## config.mk

```make
export PLATFORM = sky130hd
export DESIGN_NAME = hs_in_port
export DESIGN_NICKNAME = d
export VERILOG_FILES = /design/src/rtl/hs_in_pkg.sv /design/src/rtl/hs_stb_sync.sv /design/src/rtl/hs_capture.sv /design/src/rtl/hs_ack_gen.sv /design/src/rtl/hs_in_port.sv
export SDC_FILE = /design/constraint.sdc
export NUM_CORES = 1
export LEC_CHECK = 0
export BUFFER_PORTS_ARGS = -buffer_cell sky130_fd_sc_hd__buf_2
export CORE_AREA = 2 2 39 41
export DETAILED_ROUTE_END_ITERATION = 10
export DIE_AREA = 0 0 41 43
export PLACE_DENSITY = 0.84
export SLEW_MARGIN = 20
export SYNTH_ARGS = -nofsm -noshare
export SYNTH_HDL_FRONTEND = slang
export SYNTH_SLANG_ARGS = --single-unit
```

## constraint.sdc

```tcl
create_clock -name clk_i -period 3.35 [get_ports clk_i]
set_clock_uncertainty 0.1 [all_clocks]
set_input_delay 0.335 -clock clk_i [delete_from_list [all_inputs] [get_ports clk_i]]
set_output_delay 0.335 -clock clk_i [all_outputs]
set_load 0.05 [all_outputs]
```

## src/rtl/hs_in_pkg.sv

```systemverilog
package hs_in_pkg;
  typedef enum logic {
    SEL_DATA = 1'b0,
    SEL_CTRL = 1'b1
  } reg_sel_e;

  localparam int unsigned ST_FULL = 0;
  localparam int unsigned ST_OVR  = 1;
  localparam int unsigned ST_IE   = 2;
  localparam int unsigned ST_BITS = 3;
endpackage

```

## src/rtl/hs_stb_sync.sv

```systemverilog
module hs_stb_sync #(
  parameter int unsigned STAGES = 2
) (
  input  logic clk_i,
  input  logic rst_ni,
  input  logic stb_ni,
  output logic lvl_o,
  output logic fall_o
);
  logic [STAGES-1:0] chain_q;
  logic              prev_q;

  // idle level of the strobe is high
  always_ff @(posedge clk_i or negedge rst_ni) begin
    if (!rst_ni) begin
      chain_q <= '1;
      prev_q  <= 1'b1;
    end else begin
      chain_q <= {chain_q[STAGES-2:0], stb_ni};
      prev_q  <= chain_q[STAGES-1];
    end
  end

  assign lvl_o  = chain_q[STAGES-1];
  assign fall_o = prev_q & ~chain_q[STAGES-1];
endmodule

```

## src/rtl/hs_capture.sv

```systemverilog
module hs_capture #(
  parameter int unsigned W = 8
) (
  input  logic         clk_i,
  input  logic         rst_ni,
  input  logic         fall_i,
  input  logic [W-1:0] data_i,
  input  logic         rd_data_i,
  input  logic         clr_ovr_i,
  output logic [W-1:0] data_o,
  output logic         full_o,
  output logic         ovr_o
);
  logic [W-1:0] data_q;
  logic         full_q, ovr_q;

  always_ff @(posedge clk_i or negedge rst_ni) begin
    if (!rst_ni) begin
      data_q <= '0;
      full_q <= 1'b0;
      ovr_q  <= 1'b0;
    end else begin
      if (fall_i && !full_q) begin
        data_q <= data_i;
        full_q <= 1'b1;
      end else if (rd_data_i) begin
        full_q <= 1'b0;
      end
      // overrun event wins over a clear in the same cycle
      if (fall_i && full_q) ovr_q <= 1'b1;
      else if (clr_ovr_i)   ovr_q <= 1'b0;
    end
  end

  assign data_o = data_q;
  assign full_o = full_q;
  assign ovr_o  = ovr_q;
endmodule

```

## src/rtl/hs_ack_gen.sv

```systemverilog
module hs_ack_gen (
  input  logic clk_i,
  input  logic rst_ni,
  input  logic rd_data_i,
  input  logic full_i,
  output logic ack_o
);
  logic ack_q;

  always_ff @(posedge clk_i or negedge rst_ni) begin
    if (!rst_ni) ack_q <= 1'b0;
    else         ack_q <= rd_data_i & full_i;
  end

  assign ack_o = ack_q;
endmodule

```

## src/rtl/hs_in_port.sv

```systemverilog
module hs_in_port
  import hs_in_pkg::*;
#(
  parameter int unsigned W           = 8,
  parameter int unsigned SYNC_STAGES = 2
) (
  input  logic         clk_i,
  input  logic         rst_ni,
  input  logic         stb_ni,
  input  logic [W-1:0] data_i,
  output logic         ack_o,
  input  logic         rd_i,
  input  logic         wr_i,
  input  logic         addr_i,
  input  logic [1:0]   wdata_i,
  output logic [W-1:0] rdata_o,
  output logic         irq_o
);
  localparam int unsigned PAD = W - ST_BITS;

  logic         stb_lvl, fall;
  logic         rd_data, wr_ctrl;
  logic [W-1:0] data_q;
  logic         full_q, ovr_q, ie_q;
  reg_sel_e     sel;

  assign sel     = reg_sel_e'(addr_i);
  assign rd_data = rd_i && (sel == SEL_DATA);
  assign wr_ctrl = wr_i && (sel == SEL_CTRL);

  hs_stb_sync #(.STAGES(SYNC_STAGES)) u_sync (
    .clk_i  (clk_i),
    .rst_ni (rst_ni),
    .stb_ni (stb_ni),
    .lvl_o  (stb_lvl),
    .fall_o (fall)
  );

  hs_capture #(.W(W)) u_cap (
    .clk_i     (clk_i),
    .rst_ni    (rst_ni),
    .fall_i    (fall),
    .data_i    (data_i),
    .rd_data_i (rd_data),
    .clr_ovr_i (wr_ctrl & wdata_i[1]),
    .data_o    (data_q),
    .full_o    (full_q),
    .ovr_o     (ovr_q)
  );

  hs_ack_gen u_ack (
    .clk_i     (clk_i),
    .rst_ni    (rst_ni),
    .rd_data_i (rd_data),
    .full_i    (full_q),
    .ack_o     (ack_o)
  );

  always_ff @(posedge clk_i or negedge rst_ni) begin
    if (!rst_ni)      ie_q <= 1'b0;
    else if (wr_ctrl) ie_q <= wdata_i[0];
  end

  always_comb begin
    if (sel == SEL_DATA) rdata_o = data_q;
    else                 rdata_o = {{PAD{1'b0}}, ie_q, ovr_q, full_q};
  end

  // raise only after the sender has released the strobe
  assign irq_o = full_q & ie_q & stb_lvl;
endmodule

```

==> flow_metrics.tcl <==
set metrics [dict create \
    reg2reg_slack_ns 1.83 \
    start_util_pct 44.76 \
    leakagePower_nw 0.3830 \
    internal-power_uw 347.9 \
    rr_startpoint "u_sync.prev_q" \
    yosysTopAreaCellShare_pct 48.48 \
    gp_congestion 0.6371 \
    slew-limit-headroom_pct 72.43 \
    r2r-end "u_cap.data_o[5]" \
    maxCapViolCount 0 \
    layout-drive-gt1-share_pct 66.20 \
    cpLargestDelayFamily "flip-flops" \
    max_stage_delay_ns 0.58 \
    finalCriticalPeriod_ns 1.721 \
    clock_latency_ns 0.27 \
    hp-class "in -> reg" \
    fp.dieH_um 43 \
    synth_area_um2 619.3 \
    power_density_nw_per_um2 688.0 \
    post_drt_wl_per_cell_um 12.38 \
    grt_max_degree 16 \
    start_kind "register" \
    tightest_slew_ns 0.4131 \
    drc 0 \
    endpoint "irq_o" \
    clkSlewWorstSetupHoldPaths_ns 0.08 \
    hold_viol_final 0 \
    vias_per_cell 4.851 \
    cts_tree "built" \
    ctsRootBufferMaster "clkbuf_4" \
    diodes 0 \
    avgSynthCellArea_um2 14.75 \
    fin_setup_tns_ns 0 \
    drv_slew 0 \
    utilization_pct 57.50 \
    grt_usage_pct 14.33 \
    via_count 422 \
    drt-pass1-iter-count 2 \
    setup_viol 0 \
    dr.first_iter.drc_count 8 \
    critPathMaxFanout 4 \
    hold_ws_ns 0.05787 \
    yosysSeqAreaShare_pct 61.21 \
    antenna_found_initial 0 \
    final_nets 88 \
    placementRows 14 \
    clock_sinks 15 \
    peakVddDrop_uv 333.8 \
    cts_buffer_depth 2 \
    htree_levels 1 \
    crit_buf_inv 1 \
    synth_largest_area_cell "dfrtp_1" \
    cts_buffers 3 \
    worst-endpoint-arrival_ns 1.29 \
    die_w_um 41 \
    cp_slowest_cell "dfstp_2" \
    syn_to_final_growth_pct 28.48 \
    fmax_ghz 0.5809 \
    syn-num-nets 58 \
    yosysWarnings 0 \
    postRouteAntennaNets 0 \
    path_class "reg -> out" \
    synth.area.top_cells "dfrtp_1 (48%), mux2_2 (22%), dfstp_2 (13%), nor2b_1 (6.1%), nor3b_4 (3.0%)" \
    ios 26 \
    reg2reg_depth 2 \
    finalCritPeriodShare_pct 51.39 \
    startpoint "u_sync.chain_q[1]" \
    p_seq_share_pct 45.6 \
    crit_required_ns 2.91 \
    sw_frac_of_total_pct 36.44 \
    grt.overflow.total 0 \
    cp-end-kind "output pin" \
    portBuffers 25 \
    rsz0062_at_grt "false" \
    synth-seq-cells 15 \
    cts_setup_buffers 0 \
    core_um2 1384 \
    status "finished, final reports clean" \
    synth_cell_type_count 12 \
    switching_power_uw 199.5 \
    grt_pass1_vias 412 \
    power.share.clock_pct 17.4 \
    combinationalPowerShare_pct 37.1 \
    wl_mm 1.077 \
    synth_cells 42 \
    critical_path.cell_chain "and3_2 -> buf_2" \
    dieArea_um2 1763 \
    grt_pass1_wl_mm 1.621 \
    cp.depth 2 \
]
[per-stage QoR]
step                power (mW)  area, um^2  std cells  setup WS (ns)
finish                  0.5474       795.8         87          1.629
global route            0.5764       795.8         87          1.592
CTS                     0.5566       795.8         87          1.613
detailed placement      0.4583       759.5         82          1.800
global placement        0.4495       759.5         82          1.797
floorplan               0.4095       619.3         42          1.719
[routing by layer]
metal	track usage, %	part of all wire [%]	up-vias	wire (um)
li1	-	-	204	-
met2	21.88	50	17	542
met5	0	0	-	0
met3	4.712	7.1	2	76
met4	8.000	1.1	0	12
met1	16.84	41	199	445
[synth_stat cells]
master    n
a22o_2    1
and3_2    1
buf_2     1
dfrtp_1  12
dfstp_2   3
mux2_2   12
nand2_1   2
nand3_1   1
nor2_1    1
nor2b_1   6
nor3b_4   1
o22a_2    1
[worst reg2reg max path, cell delays in order (launching register included)]
cell and delay, ns:
dfstp_2 0.54, nor3b_4 0.39, mux2_2 0.39
[cell usage in the layout, fill, tap and decap left out]
| cell | n |
|---|---|
| a22o_2 | 1 |
| and3_2 | 1 |
| buf_2 | 25 |
| clkbuf_1 | 1 |
| clkbuf_4 | 3 |
| dfrtp_1 | 12 |
| dfstp_2 | 3 |
| dlygate4sd3_1 | 1 |
| mux2_2 | 12 |
| nand2_1 | 2 |
| nand3_1 | 1 |
| nor2_1 | 1 |
| nor2b_1 | 6 |
| nor3b_4 | 1 |
| o22a_2 | 1 |
[sequential cells by signal, indices dropped and copies added, names as in the netlist]
register / flops
u_cap.full_o: 1
u_cap.data_o: 8
u_sync.prev_q: 1
u_sync.chain_q: 2
u_ack.ack_o: 1
u_cap.ovr_o: 1
ie_q: 1
[cell type report]
class / count / area [um^2]
clock buffer: 4 / 26.28
fill: 125 / 588.1
multi-input combinational: 26 / 235.2
sequential: 15 / 379.1
tap: 16 / 20.02
timing repair buffer: 26 / 135.1
[kinds of logic (layout without fill, tap and decap cells)]
logic type / count (synthesis) / count (layout) / synth area share [%]
and+or+nand+nor: 12 / 12 / 12.93
AOI/OAI and AO/OA: 2 / 2 / 3.232
DFF: 15 / 15 / 61.21
muxes: 12 / 12 / 21.82
buffers and inverters: 1 / 30 / 0.8073
[power by group through the flow]
| stage | logic [mW] | registers [mW] | clock network, mW |
|---|---|---|---|
| 3_3_place_gp | 0.199 | 0.250 | 0 |
| 5_1_grt | 0.214 | 0.255 | 0.107 |
| 6_report | 0.203 | 0.249 | 0.0951 |
| 2_1_floorplan | 0.160 | 0.250 | 0 |
| 3_5_place_dp | 0.204 | 0.254 | 0 |
| 4_1_cts | 0.206 | 0.250 | 0.101 |
[worst min path at each step]
stage            from  slack (ns)                 to  cells after the start
6_report       stb_ni        0.06  u_sync.chain_q[0]                      1
3_3_place_gp   rst_ni        0.15        u_ack.ack_o                      1
3_5_place_dp   rst_ni        0.15        u_cap.ovr_o                      1
5_1_grt        stb_ni        0.04  u_sync.chain_q[0]                      1
4_1_cts        stb_ni        0.05  u_sync.chain_q[0]                      1
2_1_floorplan  rst_ni       -0.06               ie_q                      0
[what timing repair did]
item,in CTS,in global routing
endpoints found under the hold margin,12,0
hold buffers,1,0
resized for setup,0,0
No activity file was read; power rests on OpenSTA's default activity.
